<file path="src/rtl/scan_tap_pkg.sv">
// Shared types for the reduced test port controller: controller states,
// instruction codes and the data register selector.
package scan_tap_pkg;

    localparam int IR_W = 3;

    typedef enum logic [3:0] {
        ST_RESET  = 4'd0,
        ST_IDLE   = 4'd1,
        ST_SEL_DR = 4'd2,
        ST_CAP_DR = 4'd3,
        ST_SHF_DR = 4'd4,
        ST_EX1_DR = 4'd5,
        ST_PAU_DR = 4'd6,
        ST_EX2_DR = 4'd7,
        ST_UPD_DR = 4'd8,
        ST_SEL_IR = 4'd9,
        ST_CAP_IR = 4'd10,
        ST_SHF_IR = 4'd11,
        ST_EX1_IR = 4'd12,
        ST_PAU_IR = 4'd13,
        ST_EX2_IR = 4'd14,
        ST_UPD_IR = 4'd15
    } tap_state_t;

    localparam logic [IR_W-1:0] OP_BND_EXT = 3'b000;
    localparam logic [IR_W-1:0] OP_IDENT   = 3'b001;
    localparam logic [IR_W-1:0] OP_BND_SMP = 3'b010;
    localparam logic [IR_W-1:0] OP_BYPASS  = 3'b111;
    localparam logic [IR_W-1:0] IR_CAPTURE = 3'b001;

    typedef enum logic [1:0] {
        SEL_BND = 2'd0,
        SEL_ID  = 2'd1,
        SEL_BYP = 2'd2
    } dr_sel_t;

    // Map an instruction code to the data register it places in the path.
    function automatic dr_sel_t decode_sel(input logic [IR_W-1:0] op);
        case (op)
            OP_BND_EXT, OP_BND_SMP: decode_sel = SEL_BND;
            OP_IDENT:               decode_sel = SEL_ID;
            default:                decode_sel = SEL_BYP;
        endcase
    endfunction

endpackage

</file>
<file path="src/rtl/scan_tap_fsm.sv">
// Sixteen-state test port controller.
// Assumes tms is stable around the rising tck edge; rst_n is synchronous.
module scan_tap_fsm
    import scan_tap_pkg::*;
(
    input  logic       tck,
    input  logic       rst_n,
    input  logic       tms,
    output tap_state_t state
);

    tap_state_t nxt;

    // Next-state selection from the current state and tms.
    always_comb begin
        case (state)
            ST_RESET:  nxt = tms ? ST_RESET  : ST_IDLE;
            ST_IDLE:   nxt = tms ? ST_SEL_DR : ST_IDLE;
            ST_SEL_DR: nxt = tms ? ST_SEL_IR : ST_CAP_DR;
            ST_CAP_DR: nxt = tms ? ST_EX1_DR : ST_SHF_DR;
            ST_SHF_DR: nxt = tms ? ST_EX1_DR : ST_SHF_DR;
            ST_EX1_DR: nxt = tms ? ST_UPD_DR : ST_PAU_DR;
            ST_PAU_DR: nxt = tms ? ST_EX2_DR : ST_PAU_DR;
            ST_EX2_DR: nxt = tms ? ST_UPD_DR : ST_SHF_DR;
            ST_UPD_DR: nxt = tms ? ST_SEL_DR : ST_IDLE;
            ST_SEL_IR: nxt = tms ? ST_RESET  : ST_CAP_IR;
            ST_CAP_IR: nxt = tms ? ST_EX1_IR : ST_SHF_IR;
            ST_SHF_IR: nxt = tms ? ST_EX1_IR : ST_SHF_IR;
            ST_EX1_IR: nxt = tms ? ST_UPD_IR : ST_PAU_IR;
            ST_PAU_IR: nxt = tms ? ST_EX2_IR : ST_PAU_IR;
            ST_EX2_IR: nxt = tms ? ST_UPD_IR : ST_SHF_IR;
            ST_UPD_IR: nxt = tms ? ST_SEL_DR : ST_IDLE;
            default:   nxt = ST_RESET;
        endcase
    end

    // State register with synchronous reset.
    always_ff @(posedge tck) begin
        if (!rst_n) state <= ST_RESET;
        else        state <= nxt;
    end

    // Checker counter: consecutive rising edges that saw tms high, saturating at 5.
    logic [2:0] ones_cnt;
    always_ff @(posedge tck) begin
        if (!rst_n)              ones_cnt <= '0;
        else if (!tms)           ones_cnt <= '0;
        else if (ones_cnt != 3'd5) ones_cnt <= ones_cnt + 3'd1;
    end

    a_r1_five_ones_reset: assert property (@(posedge tck) disable iff (!rst_n)
        (ones_cnt == 3'd5) |-> (state == ST_RESET));

    a_r2_capture_entry: assert property (@(posedge tck) disable iff (!rst_n)
        (state == ST_CAP_DR) |-> ($past(state) == ST_SEL_DR));

endmodule

</file>
<file path="src/rtl/scan_tap_ir.sv">
// Instruction register: a shift stage and the current instruction.
// Capture loads a fixed pattern; the current instruction changes only at
// update or in the reset state.
module scan_tap_ir
    import scan_tap_pkg::*;
(
    input  logic            tck,
    input  logic            rst_n,
    input  tap_state_t      state,
    input  logic            tdi,
    output logic [IR_W-1:0] ir_cur,
    output logic            ir_lsb
);

    logic [IR_W-1:0] ir_sr;

    // Shift stage: capture the fixed pattern or shift toward bit 0.
    always_ff @(posedge tck) begin
        if (!rst_n)                  ir_sr <= IR_CAPTURE;
        else if (state == ST_CAP_IR) ir_sr <= IR_CAPTURE;
        else if (state == ST_SHF_IR) ir_sr <= {tdi, ir_sr[IR_W-1:1]};
    end

    // Current instruction: identification after reset, else loaded at update.
    always_ff @(posedge tck) begin
        if (!rst_n || state == ST_RESET) ir_cur <= OP_IDENT;
        else if (state == ST_UPD_IR)     ir_cur <= ir_sr;
    end

    assign ir_lsb = ir_sr[0];

    a_r3_capture_pattern: assert property (@(posedge tck) disable iff (!rst_n)
        (state == ST_CAP_IR) |=> (ir_sr == IR_CAPTURE));

    a_r9_instr_hold: assert property (@(posedge tck) disable iff (!rst_n)
        (state != ST_UPD_IR && state != ST_RESET) |=> $stable(ir_cur));

endmodule

</file>
<file path="src/rtl/scan_tap_dr.sv">
// Data registers: identification, bypass and a boundary chain of BND_LEN
// cells. Only the selected register captures and shifts.
// Assumes io_ring is stable around the rising tck edge.
module scan_tap_dr
    import scan_tap_pkg::*;
#(
    parameter int          BND_LEN  = 16,
    parameter logic [31:0] ID_VALUE = 32'h4A7D_21E3
)(
    input  logic               tck,
    input  logic               rst_n,
    input  tap_state_t         state,
    input  dr_sel_t            sel,
    input  logic               tdi,
    input  logic [BND_LEN-1:0] io_ring,
    output logic               dr_lsb
);

    localparam int ID_W = 32;

    logic [ID_W-1:0]    id_sr;
    logic               byp;
    logic [BND_LEN-1:0] bnd;
    logic [BND_LEN:0]   bnd_chain;

    logic cap, shf;
    assign cap = (state == ST_CAP_DR);
    assign shf = (state == ST_SHF_DR);

    // Identification register: load the fixed code on capture, shift when selected.
    always_ff @(posedge tck) begin
        if (!rst_n)                    id_sr <= ID_VALUE;
        else if (sel == SEL_ID && cap) id_sr <= ID_VALUE;
        else if (sel == SEL_ID && shf) id_sr <= {tdi, id_sr[ID_W-1:1]};
    end

    // Bypass cell: captures zero, passes tdi through one stage.
    always_ff @(posedge tck) begin
        if (!rst_n)                     byp <= 1'b0;
        else if (sel == SEL_BYP && cap) byp <= 1'b0;
        else if (sel == SEL_BYP && shf) byp <= tdi;
    end

    assign bnd_chain = {tdi, bnd};

    // One boundary cell per ring bit: snapshot on capture, take upper neighbour on shift.
    for (genvar i = 0; i < BND_LEN; i++) begin : g_cell
        always_ff @(posedge tck) begin
            if (!rst_n)                     bnd[i] <= 1'b0;
            else if (sel == SEL_BND && cap) bnd[i] <= io_ring[i];
            else if (sel == SEL_BND && shf) bnd[i] <= bnd_chain[i+1];
        end
    end

    // Serial output of the selected register.
    always_comb begin
        case (sel)
            SEL_ID:  dr_lsb = id_sr[0];
            SEL_BND: dr_lsb = bnd[0];
            default: dr_lsb = byp;
        endcase
    end

    a_r4_id_load: assert property (@(posedge tck) disable iff (!rst_n)
        (cap && sel == SEL_ID) |=> (id_sr == ID_VALUE));

    a_r5_ring_snapshot: assert property (@(posedge tck) disable iff (!rst_n)
        (cap && sel == SEL_BND) |=> (bnd == $past(io_ring)));

    a_r7_bypass_zero: assert property (@(posedge tck) disable iff (!rst_n)
        (cap && sel == SEL_BYP) |=> (byp == 1'b0));

endmodule

</file>
<file path="src/rtl/scan_tap_ctrl.sv">
// Top of the reduced test port controller. It ties the state machine,
// the instruction register and the data registers together and launches
// tdo and its enable on the falling tck edge.
// Assumes rst_n is synchronous to tck.
module scan_tap_ctrl
    import scan_tap_pkg::*;
#(
    parameter int          BND_LEN  = 16,
    parameter logic [31:0] ID_VALUE = 32'h4A7D_21E3
)(
    input  logic               tck,
    input  logic               rst_n,
    input  logic               tms,
    input  logic               tdi,
    input  logic [BND_LEN-1:0] io_ring,
    output logic               tdo,
    output logic               tdo_oe,
    output logic               core_hiz
);

    tap_state_t      state;
    logic [IR_W-1:0] ir_cur;
    logic            ir_lsb;
    logic            dr_lsb;
    dr_sel_t         sel;
    logic            tdo_q, oe_q;

    scan_tap_fsm u_fsm (
        .tck   (tck),
        .rst_n (rst_n),
        .tms   (tms),
        .state (state)
    );

    scan_tap_ir u_ir (
        .tck    (tck),
        .rst_n  (rst_n),
        .state  (state),
        .tdi    (tdi),
        .ir_cur (ir_cur),
        .ir_lsb (ir_lsb)
    );

    assign sel = decode_sel(ir_cur);

    scan_tap_dr #(
        .BND_LEN  (BND_LEN),
        .ID_VALUE (ID_VALUE)
    ) u_dr (
        .tck     (tck),
        .rst_n   (rst_n),
        .state   (state),
        .sel     (sel),
        .tdi     (tdi),
        .io_ring (io_ring),
        .dr_lsb  (dr_lsb)
    );

    // Falling-edge output stage: drive only in the shift states.
    always_ff @(negedge tck) begin
        if (!rst_n) begin
            tdo_q <= 1'b0;
            oe_q  <= 1'b0;
        end else begin
            oe_q <= (state == ST_SHF_IR) || (state == ST_SHF_DR);
            if (state == ST_SHF_IR)      tdo_q <= ir_lsb;
            else if (state == ST_SHF_DR) tdo_q <= dr_lsb;
        end
    end

    assign tdo      = tdo_q;
    assign tdo_oe   = oe_q;
    assign core_hiz = (ir_cur == OP_BND_EXT) || (ir_cur == OP_BND_SMP);

    a_r6_hiz_boundary: assert property (@(posedge tck) disable iff (!rst_n)
        core_hiz |-> (sel == SEL_BND));

    a_r8_tdo_launch: assert property (@(posedge tck) disable iff (!rst_n)
        tdo_oe |-> ($past(state) == ST_SHF_IR || $past(state) == ST_SHF_DR ||
                    $past(state) == ST_CAP_IR || $past(state) == ST_CAP_DR ||
                    $past(state) == ST_EX2_IR || $past(state) == ST_EX2_DR));

endmodule

</file>
<file path="config.mk">
export PLATFORM = sky130hd
export DESIGN_NAME = scan_tap_ctrl
export DESIGN_NICKNAME = d
export VERILOG_FILES = /design/src/rtl/scan_tap_pkg.sv /design/src/rtl/scan_tap_fsm.sv /design/src/rtl/scan_tap_ir.sv /design/src/rtl/scan_tap_dr.sv /design/src/rtl/scan_tap_ctrl.sv
export SDC_FILE = /design/constraint.sdc
export NUM_CORES = 1
export LEC_CHECK = 0
export BUFFER_PORTS_ARGS = -buffer_cell sky130_fd_sc_hd__buf_4
export CORE_MARGIN = 2
export CORE_UTILIZATION = 53
export CTS_CLUSTER_DIAMETER = 60
export CTS_CLUSTER_SIZE = 28
export DETAILED_ROUTE_END_ITERATION = 12
export PLACE_DENSITY_LB_ADDON = 0.1
export SYNTH_ARGS = -nofsm -noshare
export SYNTH_HDL_FRONTEND = slang
export SYNTH_HIERARCHICAL = 1
export SYNTH_SLANG_ARGS = --single-unit
</file>
<file path="constraint.sdc">
create_clock -name tck -period 2.4 [get_ports tck]
set_input_delay 0.36 -clock tck [delete_from_list [all_inputs] [get_ports tck]]
set_output_delay 0.36 -clock tck [all_outputs]
set_load 0.05 [all_outputs]
</file>
Word-level counts from Yosys, hierarchy flattened
Index checks and enable logic that the tools add are counted.

word-level totals
  bits in registers = 61
  input bits = 20

cells by class
  bitwise logic cells = 1
  equal/unequal tests = 19
  reductions and logical operators = 22
  multiplexer cells = 49

operators by type and width
  cell                count
  $pmux 4 s12         1
  $mux 1              37
  $eq 4x4->1 const B  8
  $eq 4x3->1 const B  4
  $mux 4              4
  $reduce_or 2->1     6
  $eq 4x2->1 const B  2
  $logic_and 1x1->1   6
  $mux 2              3
  $mux 3              2
  $eq 4x1->1 const B  1
  $logic_not 4->1     1
  $pmux 2 s2          1
  $reduce_bool 2->1   2
  $eq 3x1->1 const B  1
  $eq 3x2->1 const B  1
  $logic_not 3->1     1
  $logic_or 1x1->1    3
  $reduce_or 3->1     1
  $eq 2x1->1 const B  1
  $eq 2x2->1 const B  1
  $logic_not 2->1     1
  $pmux 1 s2          1
  $logic_not 1->1     1
  $not 1->1           1

Logic depth before layout (Yosys ltp)
  word-level depth = 7
  mapped depth = 8

Hierarchy
Netlist, hierarchy kept.

by module, submodules not included
  module         cells an instance  area each (sq um)  times used
  scan_tap_dr    237                2015.7             1
  scan_tap_fsm   36                 300.3              1
  scan_tap_ir    26                 251.5              1
  scan_tap_ctrl  14                 113.9              1

==> flow_metrics.env <==
export IMPL_drtAntennaViolNets=0
export IMPL_setup_tns_ps=-160.3
export IMPL_seq_power_share=0.521
export IMPL_hold_violations=0
export IMPL_drt_pass1_iterations=5
export IMPL_cts_tree="done"
export IMPL_worst_pin_slew_ps=553.0
export IMPL_fp_dieH_um=75.13
export IMPL_min_path_type="primary input to flip-flop"
export IMPL_dp_hpwl_mm=3.400
export IMPL_die_area_mm2=0.005644
export IMPL_p_int_mw=1.499
export IMPL_setup_slack_ps=-117.5
export IMPL_power_frac_comb=0.083
export IMPL_max_slew_margin=0.6313
export IMPL_grt_pass1_vias=2167
export IMPL_hold_buffers=0
export IMPL_gr_total_overflow=0
export IMPL_clock_latency_ps=370
export IMPL_cp_required_ps=1490
export IMPL_cts_buffer_depth=2
export IMPL_setup_viol=2
export IMPL_timing_hold_ws_ps=311.0
export IMPL_synth_flop_cell="dfxtp_1"
export IMPL_syn_to_final_growth_pct=18.57
export IMPL_finClkSkew_ps=40.96
export IMPL_routedWlPerCell_um=14.06
export IMPL_core_mm2=0.004786
export IMPL_synth_warning_count=6
export IMPL_drt_iter0_drc=254
export IMPL_final_common_cell="dfxtp_1"
export IMPL_die_w_um=75.13
export IMPL_vias=2389
export IMPL_violations="setup timing"
export IMPL_syn_nets=333
export IMPL_final_cell_mix="dfxtp_1, nand3_1, buf_4"
export IMPL_start_util=0.5603
export IMPL_grtUsageTotal=0.2210
export IMPL_vias_per_cell=5.827
export IMPL_numCtsBuffers=9
export IMPL_path_max_fanout=2
export IMPL_synth_area_mm2=0.002681
export IMPL_layout_nets=358
export IMPL_path_class="flip-flop to flip-flop"
export IMPL_final_max_slew_viol_count=0
export IMPL_io_pins=23
export IMPL_ys_async_sr_fraction=0
export IMPL_post_synth_cell_area_avg_um2=8.567
export IMPL_final_layout_size_suffix_gt1_frac=0.2187
export IMPL_ys_types=50
export IMPL_grt_antenna_before_repair=0
export IMPL_cts_sinks=61
export IMPL_clk_pin_slew_ps=70
export IMPL_n_antenna_cell=0
export IMPL_preCtsSetupSlack_ps=-186.3
export IMPL_grt_max_degree=50
export IMPL_p_per_area_mw_per_mm2=626.1
export IMPL_startpoint_type="flip-flop"
export IMPL_status="complete, but fails checks"
export IMPL_syn_inst=313
export IMPL_switching_share=0.2472
export IMPL_power_switching_mw=0.4919
export IMPL_routabilityCongestion=0.7911
export IMPL_root_buffer="clkbuf_8"
export IMPL_maxCapViolations=0
export IMPL_p_leak_nw=1.137
export IMPL_drt_total_wl_mm=5.763
export IMPL_synth_seq_area_share=0.4554
export IMPL_synth_edf_count=0
export IMPL_htreeDepth=3
export IMPL_p_clk_frac=0.397
export IMPL_row_count=25
export IMPL_io_buffer_count=22
export IMPL_grt_pass1_wl_mm=9.611
export IMPL_drc=0
export IMPL_rsz0062_at_grt="yes"
export IMPL_ys_ff_latch=61
export IMPL_final_core_util=0.6643
export IMPL_cp_end_kind="flip-flop"
export IMPL_arrival_ps=1610
export IMPL_ir_drop_uv=319.2
## synthesized netlist by cell type, types with 2 or more instances
cell      count  share of area
mux2i_1       3          0.011
o22ai_1      17          0.040
nor2_1        7         0.0098
dfxtp_1      61           0.46
nand2b_1      2         0.0047
nand2_1      20          0.028
a31oi_1       2         0.0047
nor3b_1       3         0.0084
inv_1         6         0.0084
o21a_1        3         0.0084
a21boi_1      2         0.0056
buf_6         2         0.0084
nand3_1      52          0.097
and3b_1       3         0.0098
o21ai_0      38          0.071
nor2b_1       3         0.0070
buf_2         7          0.013
a22oi_1      16          0.045
a21oi_1      17          0.032
nand4_1       2         0.0047
clkbuf_1     18          0.025
## metrics by stage
stage / cell area, µm² / cells / total power, mW
floorplan: 2705 / 313 / 1.168
global placement: 2967 / 390 / 1.227
detailed placement: 2967 / 390 / 1.230
CTS: 3174 / 410 / 2.003
global route: 3179 / 410 / 2.075
finish: 3179 / 410 / 1.990
## power groups by stage
stage	logic (mW)	clock network [mW]	registers, mW
6_report	0.165	0.789	1.04
3_3_place_gp	0.161	0.00783	1.06
4_1_cts	0.164	0.802	1.04
3_5_place_dp	0.163	0.00783	1.06
2_1_floorplan	0.0932	0.00783	1.07
5_1_grt	0.181	0.856	1.04
## path summary, 6_finish.rpt
check | to | slack (ps) | start | cells after the start
max | tdo | -120 | u_ir/ir_cur[0] | 8
max reg2reg | tdo | -120 | u_ir/ir_cur[0] | 8
min | u_dr/bnd[10] | 310 | io_ring[10] | 3
min reg2reg | u_dr/id_sr[24] | 460 | u_dr/id_sr[25] | 2
## registers in the layout (all words and copies together), names as in the netlist
name and count:
tdo 1, u_fsm/state 4, u_ir/ir_sr 3, tdo_oe 1
u_dr/byp 1, u_dr/id_sr 32, u_ir/ir_cur 3, u_dr/bnd 16
## per-layer routing
layer	track usage	wire length [µm]
met1	0.2966	2837
met3	0.04016	244
met2	0.3411	2554
met4	0.1111	126
met5	0	0
## kinds of logic (layout without fill, tap and decap cells)
group,count (synthesis),count (layout),share of synthesized area
compound gates,110,110,0.2655
simple gates,103,103,0.2072
flops,61,61,0.4554
buf+inv,36,66,0.06066
mux,3,3,0.01120
## final cells by class
class	instances	area [µm²]
Clock buffer	12	145.1
Clock inverter	6	30.03
Fill cell	414	1607
Inverter	6	22.52
Multi-Input combinational cell	216	1331
Sequential cell	61	1227
Tap cell	67	83.83
Timing Repair Buffer	42	339.1
## critical path: stages (launching register included)
cell,delay [ps]
dfxtp_2,320
buf_4,140
nor2_4,100
nor2_1,60
buf_4,140
o21ai_2,130
inv_1,50
or2_0,200
a31oi_1,150
## timing repair
action	CTS	global route
pin swaps	4	2
endpoints found under the setup margin	3	3
gates resized for setup	4	2
setup buffers	3	0
gates cloned	0	0
Note: power is estimated with default switching activity, not from simulation.
